[src/rtl/tfb_pkg.sv]
package tfb_pkg;

  // Kind of word presented on the link in the current cycle.
  typedef enum logic [2:0] {
    WK_FILL,
    WK_MARK,
    WK_COUNT,
    WK_STATUS,
    WK_SLOT
  } word_kind_e;

  // Marker, crossing number and status precede the payload slots.
  localparam int unsigned HDR_WORDS = 3;

endpackage

[src/rtl/tfb_xing_counter.sv]
module tfb_xing_counter #(
  parameter int unsigned WORD_W = 16
) (
  input  logic              clk,
  input  logic              rst_n,
  input  logic              capture,
  output logic [WORD_W-1:0] frame_num
);

  logic [WORD_W-1:0] next_num;

  // frame_num keeps the number of the frame being sent; next_num runs ahead.
  always_ff @(posedge clk) begin
    if (!rst_n) begin
      next_num  <= '0;
      frame_num <= '0;
    end else if (capture) begin
      frame_num <= next_num;
      next_num  <= next_num + 1'b1;
    end
  end

endmodule

[src/rtl/tfb_src_latch.sv]
module tfb_src_latch #(
  parameter int unsigned WORD_W = 16,
  parameter int unsigned WPS    = 2
) (
  input  logic                  clk,
  input  logic                  rst_n,
  input  logic                  capture,
  input  logic                  in_valid,
  input  logic [WPS*WORD_W-1:0] in_words,
  output logic [WPS*WORD_W-1:0] held_words,
  output logic                  missing
);

  // Absent sources are zeroed at capture so the mux never sees stale data.
  always_ff @(posedge clk) begin
    if (!rst_n) begin
      held_words <= '0;
      missing    <= 1'b0;
    end else if (capture) begin
      held_words <= in_valid ? in_words : '0;
      missing    <= ~in_valid;
    end
  end

endmodule

[src/rtl/tfb_frame_seq.sv]
module tfb_frame_seq #(
  parameter int unsigned FRAME_LEN = 15,
  parameter int unsigned IDXW      = $clog2(FRAME_LEN)
) (
  input  logic            clk,
  input  logic            rst_n,
  input  logic            start,
  output logic [IDXW-1:0] word_idx,
  output logic            active
);

  localparam logic [IDXW-1:0] LAST_IDX = IDXW'(FRAME_LEN - 1);

  // A start always wins, so a late strobe restarts the frame at word 0.
  always_ff @(posedge clk) begin
    if (!rst_n) begin
      word_idx <= '0;
      active   <= 1'b0;
    end else if (start) begin
      word_idx <= '0;
      active   <= 1'b1;
    end else if (active) begin
      if (word_idx == LAST_IDX) begin
        word_idx <= '0;
        active   <= 1'b0;
      end else begin
        word_idx <= word_idx + 1'b1;
      end
    end
  end

endmodule

[src/rtl/tfb_word_mux.sv]
module tfb_word_mux
  import tfb_pkg::*;
#(
  parameter int unsigned WORD_W    = 16,
  parameter int unsigned NSRC      = 6,
  parameter int unsigned NSLOT     = 12,
  parameter int unsigned IDXW      = 4,
  parameter logic [WORD_W-1:0] IDLE_WORD = 16'hBC3C
) (
  input  logic                    active,
  input  logic [IDXW-1:0]         word_idx,
  input  logic [WORD_W-1:0]       frame_num,
  input  logic [NSRC-1:0]         missing,
  input  logic [NSLOT*WORD_W-1:0] slot_flat,
  output logic [WORD_W-1:0]       out_word,
  output logic                    out_sof,
  output logic                    out_frame
);

  logic [WORD_W-1:0] slot_arr [NSLOT];
  logic [IDXW-1:0]   slot_sel;
  logic [WORD_W-1:0] status_word;
  word_kind_e        kind;

  for (genvar gs = 0; gs < NSLOT; gs++) begin : g_slot
    assign slot_arr[gs] = slot_flat[gs*WORD_W +: WORD_W];
  end

  assign slot_sel    = word_idx - IDXW'(HDR_WORDS);
  assign status_word = {{(WORD_W-NSRC){1'b0}}, missing};

  always_comb begin
    kind = WK_FILL;
    if (active) begin
      if (word_idx == IDXW'(0))      kind = WK_MARK;
      else if (word_idx == IDXW'(1)) kind = WK_COUNT;
      else if (word_idx == IDXW'(2)) kind = WK_STATUS;
      else                           kind = WK_SLOT;
    end
  end

  always_comb begin
    unique case (kind)
      WK_MARK:   out_word = IDLE_WORD;
      WK_COUNT:  out_word = frame_num;
      WK_STATUS: out_word = status_word;
      WK_SLOT:   out_word = (slot_sel < IDXW'(NSLOT)) ? slot_arr[slot_sel] : '0;
      default:   out_word = IDLE_WORD;
    endcase
  end

  assign out_sof   = (kind == WK_MARK);
  assign out_frame = (kind != WK_FILL);

endmodule

[src/rtl/trig_frame_builder.sv]
module trig_frame_builder
  import tfb_pkg::*;
#(
  parameter int unsigned NSRC   = 6,
  parameter int unsigned WPS    = 2,
  parameter int unsigned WORD_W = 16,
  parameter logic [WORD_W-1:0] IDLE_WORD = 16'hBC3C
) (
  input  logic                       clk,
  input  logic                       rst_n,
  input  logic                       xing_strobe,
  input  logic [NSRC-1:0]            src_valid,
  input  logic [NSRC*WPS*WORD_W-1:0] src_words,
  output logic [WORD_W-1:0]          out_word,
  output logic                       out_sof,
  output logic                       out_frame
);

  localparam int unsigned NSLOT     = NSRC * WPS;
  localparam int unsigned FRAME_LEN = NSLOT + HDR_WORDS;
  localparam int unsigned IDXW      = $clog2(FRAME_LEN);
  localparam int unsigned SRC_W     = WPS * WORD_W;

  logic [NSRC-1:0]         missing;
  logic [NSLOT*WORD_W-1:0] slot_flat;
  logic [WORD_W-1:0]       frame_num;
  logic [IDXW-1:0]         word_idx;
  logic                    active;

  for (genvar gi = 0; gi < NSRC; gi++) begin : g_src
    tfb_src_latch #(
      .WORD_W (WORD_W),
      .WPS    (WPS)
    ) u_latch (
      .clk        (clk),
      .rst_n      (rst_n),
      .capture    (xing_strobe),
      .in_valid   (src_valid[gi]),
      .in_words   (src_words[gi*SRC_W +: SRC_W]),
      .held_words (slot_flat[gi*SRC_W +: SRC_W]),
      .missing    (missing[gi])
    );
  end

  tfb_xing_counter #(
    .WORD_W (WORD_W)
  ) u_count (
    .clk       (clk),
    .rst_n     (rst_n),
    .capture   (xing_strobe),
    .frame_num (frame_num)
  );

  tfb_frame_seq #(
    .FRAME_LEN (FRAME_LEN),
    .IDXW      (IDXW)
  ) u_seq (
    .clk      (clk),
    .rst_n    (rst_n),
    .start    (xing_strobe),
    .word_idx (word_idx),
    .active   (active)
  );

  tfb_word_mux #(
    .WORD_W    (WORD_W),
    .NSRC      (NSRC),
    .NSLOT     (NSLOT),
    .IDXW      (IDXW),
    .IDLE_WORD (IDLE_WORD)
  ) u_mux (
    .active    (active),
    .word_idx  (word_idx),
    .frame_num (frame_num),
    .missing   (missing),
    .slot_flat (slot_flat),
    .out_word  (out_word),
    .out_sof   (out_sof),
    .out_frame (out_frame)
  );

endmodule

[config.mk]
export PLATFORM = sky130hd
export DESIGN_NAME = trig_frame_builder
export DESIGN_NICKNAME = d
export VERILOG_FILES = /design/src/rtl/tfb_pkg.sv /design/src/rtl/tfb_xing_counter.sv /design/src/rtl/tfb_src_latch.sv /design/src/rtl/tfb_frame_seq.sv /design/src/rtl/tfb_word_mux.sv /design/src/rtl/trig_frame_builder.sv
export SDC_FILE = /design/constraint.sdc
export NUM_CORES = 1
export LEC_CHECK = 0
export ABC_CLOCK_PERIOD_IN_PS = 3540
export BUFFER_PORTS_ARGS = -buffer_cell sky130_fd_sc_hd__buf_2
export CAP_MARGIN = 15
export CORE_ASPECT_RATIO = 0.8
export CORE_UTILIZATION = 54
export DETAILED_ROUTE_END_ITERATION = 8
export PLACE_DENSITY = 0.8
export SLEW_MARGIN = 10
export SYNTH_ARGS = -nofsm -noshare
export SYNTH_HDL_FRONTEND = slang
export SYNTH_SLANG_ARGS = --single-unit
[constraint.sdc]
create_clock -name clk -period 3.54 [get_ports clk]
set_input_delay 0.531 -clock clk [delete_from_list [all_inputs] [get_ports clk]]
set_output_delay 0.531 -clock clk [all_outputs]
set_load 0.02 [all_outputs]
# After elaboration in Yosys (flattened, before gate mapping)
# Index checks and enable logic that the tools add are counted.
[totals]
reg_bits = 235
in_bits = 201
out_inout_bits = 18
wordCells = 58
[classes]
n_addsub = 3
order_cmp = 2
n_eq_ne = 7
muxes = 19
bitwise = 8
n_reduce_logical = 3
[op_table]
columns = ["cell", "n"]
rows = [
  ["$mux 32", 6],
  ["$bmux 16 s4", 1],
  ["$mux 16", 3],
  ["$pmux 16 s3", 1],
  ["$add 16x1->16 const B", 1],
  ["$mux 3", 4],
  ["$not 1->1", 7],
  ["$eq 3x2->1 const B", 2],
  ["$ge 5x5->1 const B", 1],
  ["$not 4->5", 1],
  ["$add 4x1->4 const B", 1],
  ["$eq 4x1->1 const B", 1],
  ["$eq 4x2->1 const B", 1],
  ["$eq 4x4->1 const B", 1],
  ["$logic_not 4->1", 1],
  ["$lt 4x4->1 const B", 1],
  ["$mux 4", 1],
  ["$sub 4x2->4 const B", 1],
  ["$eq 3x1->1 const B", 1],
  ["$eq 3x3->1 const B", 1],
  ["$mux 1", 3],
  ["$reduce_bool 3->1", 1],
  ["$reduce_or 2->1", 1],
]

# Depth between registers and ports, before layout
[depth]
word_depth = 7
depth_mapped = 10
ltp_nobuf = 6

# Cells and area by module
# Synthesis repeated with hierarchy kept, for this count alone.
[hier_totals]
cells_unflattened = 1175
hier_area_um2 = 11568.6
[modules_own_cells]
columns = ["mod", "instances", "cells_each", "area_per_inst_um2", "seq_area_each_um2"]
rows = [
  ["tfb_src_latch", 6, 144, 1362.6, 660.6],
  ["tfb_word_mux", 1, 152, 1885.6, 0.0],
  ["tfb_xing_counter", 1, 134, 1290.0, 640.6],
  ["tfb_frame_seq", 1, 25, 217.7, 100.1],
]

# Worst setup path after synthesis
# Ideal clock, no wire load.
[synth_path]
path_kind = "reg-to-output"
start = "reg u_seq.word_idx[0]"
end = "out out_word[4]"
arrival_time_ns = 2.475
required_time_ns = 3.009
setup_slack_ns = 0.534
stages_incl_launch_ff = 11
n_path_buf = 4
path_cell_list = "dfxtp_1 > buf_6 > buf_6 > buf_12 > inv_1 > ha_1 > or3_1 > a21oi_4 > nand3b_4 > buf_6 > o211ai_1"
[synth_via]
elab_chain_len = 7
word_cells_on_any_way = 18
classes_between = "add/sub: 1; order compare: 1; eq/ne: 5; mux: 9; bitwise: 1; reduce/logical: 1"
[synth_lines]
columns = ["item", "line", "text"]
rows = [
  ["from (decl)", "tfb_frame_seq.sv:8", "output logic [IDXW-1:0] word_idx,"],
  ["from (signal assigned)", "tfb_frame_seq.sv:27", "word_idx <= word_idx + 1'b1;"],
  ["$sub 4x2->4 / $eq 4x2->1 (equally long branches)", "tfb_word_mux.sv:29, tfb_word_mux.sv:37", ""],
  ["$not 4->5 (implied by the code) / $mux 3 (equally long branches)", "tfb_word_mux.sv:47, tfb_word_mux.sv:37", ""],
  ["$bmux 16 s4 / $mux 3 (equally long branches)", "tfb_word_mux.sv:47, tfb_word_mux.sv:36", ""],
  ["$mux 16 (implied by the code) / $mux 3 (equally long branches)", "tfb_word_mux.sv:47, tfb_word_mux.sv:35", ""],
  ["$mux 16 (implied by the code) / $mux 3 (equally long branches)", "tfb_word_mux.sv:47, tfb_word_mux.sv:34", ""],
  ["$mux 16, or another cell as far along", "tfb_word_mux.sv:47", "WK_SLOT: out_word = (slot_sel < IDXW'(NSLOT)) ? slot_arr[slot_sel] : '0;"],
  ["$pmux 16 s3 (*)", "tfb_word_mux.sv:43", "unique case (kind)"],
  ["to (decl)", "trig_frame_builder.sv:14", "output logic [WORD_W-1:0] out_word,"],
]
# Every way passes the cells marked *; elsewhere a longest branch is shown, timed or not. The select of a mux whose other input is x is not followed.

# Worst setup path after layout
[layout_path]
start = "reg u_seq.word_idx[0]"
end = "out out_word[1]"
# The elaborated chain is that of the path after synthesis.

==> flow_results.org <==
** Timing
- The final count of pins violating max slew came to 0.
- The worst path in the final design needs a cycle of 3.34 ns, including I/O delays and setup.
- Timing would allow up to 0.299 GHz.
- Final critical-path setup slack :: 0.196 ns
- Final setup viols :: 0
- Final Hold Viols :: 0
- Max Clock Skew :: 0.00511 ns
- Measured slew at the worst slew-check pin :: 0.723 ns
- In the final timing run, aggregate negative setup slack is 0 ns.
- In the finished design, the share of the clock period the worst path needs comes to 94.5%.
- Setup repair after global routing left no endpoint under its margin.
- Remaining max-slew budget at the tightest pin :: 51.8%

** Global route
- The initial antenna violation count came to 1.
- First-pass GRT wire length :: 38400 um
- The number of global-route vias before repair is 6826.
- Grt ovf :: 0
- Overall Global Routing Usage :: 28.4%
- Pin count of the biggest net entering global routing :: 147

** Logic synthesis
- YS warnings :: 0
- Number of enable-type register cells in the synthesized netlist :: 0
- Cell count after synthesis :: 770
- The number of nets handed over by synthesis was 976.
- The cell area that synthesis handed to floorplanning was 9360 um^2.
- Yosys mapped the design onto 45 distinct sky130hd cell types.
- Top FF cell, synth :: sky130_fd_sc_hd__dfxtp_1
- Fraction of the yosys area taken by sequential cells :: 50.2%
- Async SR Flop Fraction :: 0%
- The synthesized design contains 235 register bits.
- Dividing the synthesized area by the synthesized cell count gives 12.2 um^2.

** Detailed routing
- Number of detailed-route iterations in the first pass :: 5
- Dividing the detail-routed via count by the number of cells gives 6.09.
- The count of nets left with antenna violations once routing finished came out at 0.
- DRT Wirelength :: 25100 um
- The first routing iteration left 600 violations.
- For this run, design rule violations remaining after detail routing come to 0.
- DR vias :: 7253
- In the final routed layout, each cell accounts on average for 21.1 um.

** Min path
- HP Class :: in2reg
- The worst hold path begins at src_valid[5].

** Floorplan
- Core Box Area :: 16800 um^2
- In this run the vertical extent of the chip is 120 um.
- The floorplan step set the die width to 149 um.
- Die Footprint :: 17900 um^2
- The initial utilization of the core area, before any placement, comes to 55.9%.
- For this design the top-level I/O count stands at 219.
- Cell row count :: 42

** Worst setup path
- In this run the critical register-to-register path is launched from u_count.next_num[3].
- The critical path is of the reg2out type.
- Max FO, Critical Path :: 16
- Broken down by cell family, the worst path's largest delay share belongs to simple AND/OR/NAND/NOR gates.
- Signal arrival time at the worst endpoint :: 2.81 ns
- CP startpoint kind :: register
- The number of buffers and inverters on the critical path is 2.
- For the worst setup path, the data required time is 3.01 ns.
- Traced cell by cell, the critical path runs through inv_1, ha_1, or3_1, a21oi_4, nand3b_4, o211ai_2, buf_2.
- The most critical setup path has its startpoint at u_seq.word_idx[0].
- Category of the worst setup path capture point :: output pin
- Maximum single-stage delay on the critical path :: 0.43 ns
- Among all stages on the critical path, the largest delay is contributed by sky130_fd_sc_hd__dfxtp_4.

** Power and ir drop
- In this run the static leakage power is 4.73 nW.
- Total power density per cell area :: 490 nW/um^2
- IR analysis of the VDD net gives a maximum drop of 0.334 mV.
- The design draws 5.48 mW.

** Layout
- Post-route cell area :: 11200 um^2
- The post-route netlist has 33.8% of its cells at a drive strength greater than 1.
- The top cell types in the final layout, fill and taps aside, are 234 x sky130_fd_sc_hd__dfxtp_1, 218 x sky130_fd_sc_hd__buf_2, 192 x sky130_fd_sc_hd__a22o_1.
- At the end of the flow, the number of nets in the layout was 1164.
- Commonest non-fill, non-tap cell in the layout :: sky130_fd_sc_hd__dfxtp_1
- Core utilization of the finished layout :: 66.8%
- Compared with the post-synthesis result, the final layout area differs by 19.6%.

** Flow run
- Number of max-cap violations :: 0

** Clocking
- Hold buffers post-CTS :: 0
- Clock network latency to the later pin of the worst-skew pair :: 0.52 ns
- TritonCTS Buffers :: 23
- Num Clock Sinks :: 235
- Buffer depth of the longest clock path :: 3
- Clock tree from TritonCTS :: yes
- Register clock-pin slew on the reported worst setup and hold paths :: 0.06 ns
- CTS built an H-tree with a depth of 1.
- Clock Tree Root :: sky130_fd_sc_hd__clkbuf_16

** Placement
- Cell area after placement :: 10500 um^2
- Routability-driven placement finished with a final weighted congestion of 0.966.
- Before CTS, the worst setup slack after placement is 0.513 ns.
- Input and output buffers added on the ports amount to 218.
- Once detailed placement completed, the half-perimeter wirelength came to 18200 um.

** Run status
- Status :: completed
metal layers:
| metal | wire [um] | vias up | GRT usage, % | part of all wire [%] |
|---|---|---|---|---|
| met3 | 2510 | 44 | 4.90 | 10 |
| met5 | 0 | - | 0 | 0 |
| met2 | 10800 | 397 | 40.2 | 43 |
| met1 | 11100 | 3451 | 43.6 | 44 |
| met4 | 672 | 0 | 8.80 | 2.7 |
| li1 | - | 3361 | - | - |
synth_stat cells (5+ instances only):
master	instances	share of area, %
sky130_fd_sc_hd__a21oi_1	19	1.0
sky130_fd_sc_hd__xnor2_1	7	0.65
sky130_fd_sc_hd__nor4_1	5	0.33
sky130_fd_sc_hd__clkbuf_1	30	1.2
sky130_fd_sc_hd__dfxtp_1	235	50
sky130_fd_sc_hd__mux4_1	6	1.7
sky130_fd_sc_hd__mux2_2	6	0.72
sky130_fd_sc_hd__o21ai_0	9	0.48
sky130_fd_sc_hd__a22o_1	192	18
sky130_fd_sc_hd__nor2_1	34	1.4
sky130_fd_sc_hd__o211ai_2	5	0.67
sky130_fd_sc_hd__ha_1	5	0.67
sky130_fd_sc_hd__inv_1	21	0.84
sky130_fd_sc_hd__o221ai_1	10	0.94
sky130_fd_sc_hd__and3_1	8	0.53
sky130_fd_sc_hd__buf_2	29	1.6
sky130_fd_sc_hd__nand2_1	18	0.72
sky130_fd_sc_hd__mux4_2	42	10
sky130_fd_sc_hd__mux2i_1	30	3.2
sky130_fd_sc_hd__nand3_1	13	0.69
logic make-up (layout without fill, tap and decap cells):
group           after synthesis  count (layout)  share of synthesized area [%]
other cells                   0               1                              0
flops                       235             235                           50.2
mux                          84              84                           15.7
xor+xnor                     13              13                           1.50
fa+ha+maj                     5               5                          0.668
simple gates                 96              96                           5.10
compound gates              245             245                           22.0
buf+inv                      92             292                           4.76
worst register-to-register path, stage by stage, from the launching register on:
cell and delay (ns):
sky130_fd_sc_hd__dfxtp_1 0.42, sky130_fd_sc_hd__nand2_1 0.21, sky130_fd_sc_hd__nor4_1 0.65, sky130_fd_sc_hd__nand3_1 0.19
sky130_fd_sc_hd__mux2i_1 0.15
stage by stage:
| stage | hold slack [ns] | std cells |
|---|---|---|
| final | 0.207 | 1191 |
| after global routing | 0.207 | 1191 |
| after CTS | 0.195 | 1190 |
| after detailed placement | 0.459 | 1153 |
| after global placement | 0.456 | 1153 |
| after floorplan | 0.440 | 770 |
power by group:
part           switching (mW)  internal (mW)
Sequential             0.0648           2.74
Clock                   0.986           1.24
Combinational           0.224          0.226
sequential cells by signal, indices dropped and copies added (netlist names):
name and cells:
g_src.u_latch.held_words 192, g_src.u_latch.missing 6, u_count.frame_num 16, u_count.next_num 16, u_seq.active 1, u_seq.word_idx 4
worst paths after layout:
path,endpoint,slack (ns),depth (start not counted)
worst max register to register,u_count.next_num[15],1.82,4
worst min-delay path,g_src[5].u_latch.missing,0.21,2
worst min register to register,g_src[5].u_latch.held_words[22],0.47,1
worst max-delay path,out_word[1],0.20,7
final cells by class:
type                       count  area, um^2
antenna                        1        2.50
inverter                      21        78.8
tap                          220         275
multi-input combinational    443        4240
clock buffer                  31         626
sequential                   235        4710
timing repair buffer         234        1230
clock inverter                 6        45.0
fill                        1290        5570
repair_timing:
action | in CTS | in global routing
buffers inserted | 0 | 0
hold endpoints to repair | 0 | 0
gates resized for setup | 1 | 1
endpoints found under the setup margin | 4 | 6
No activity file was read; power rests on OpenSTA's default activity.
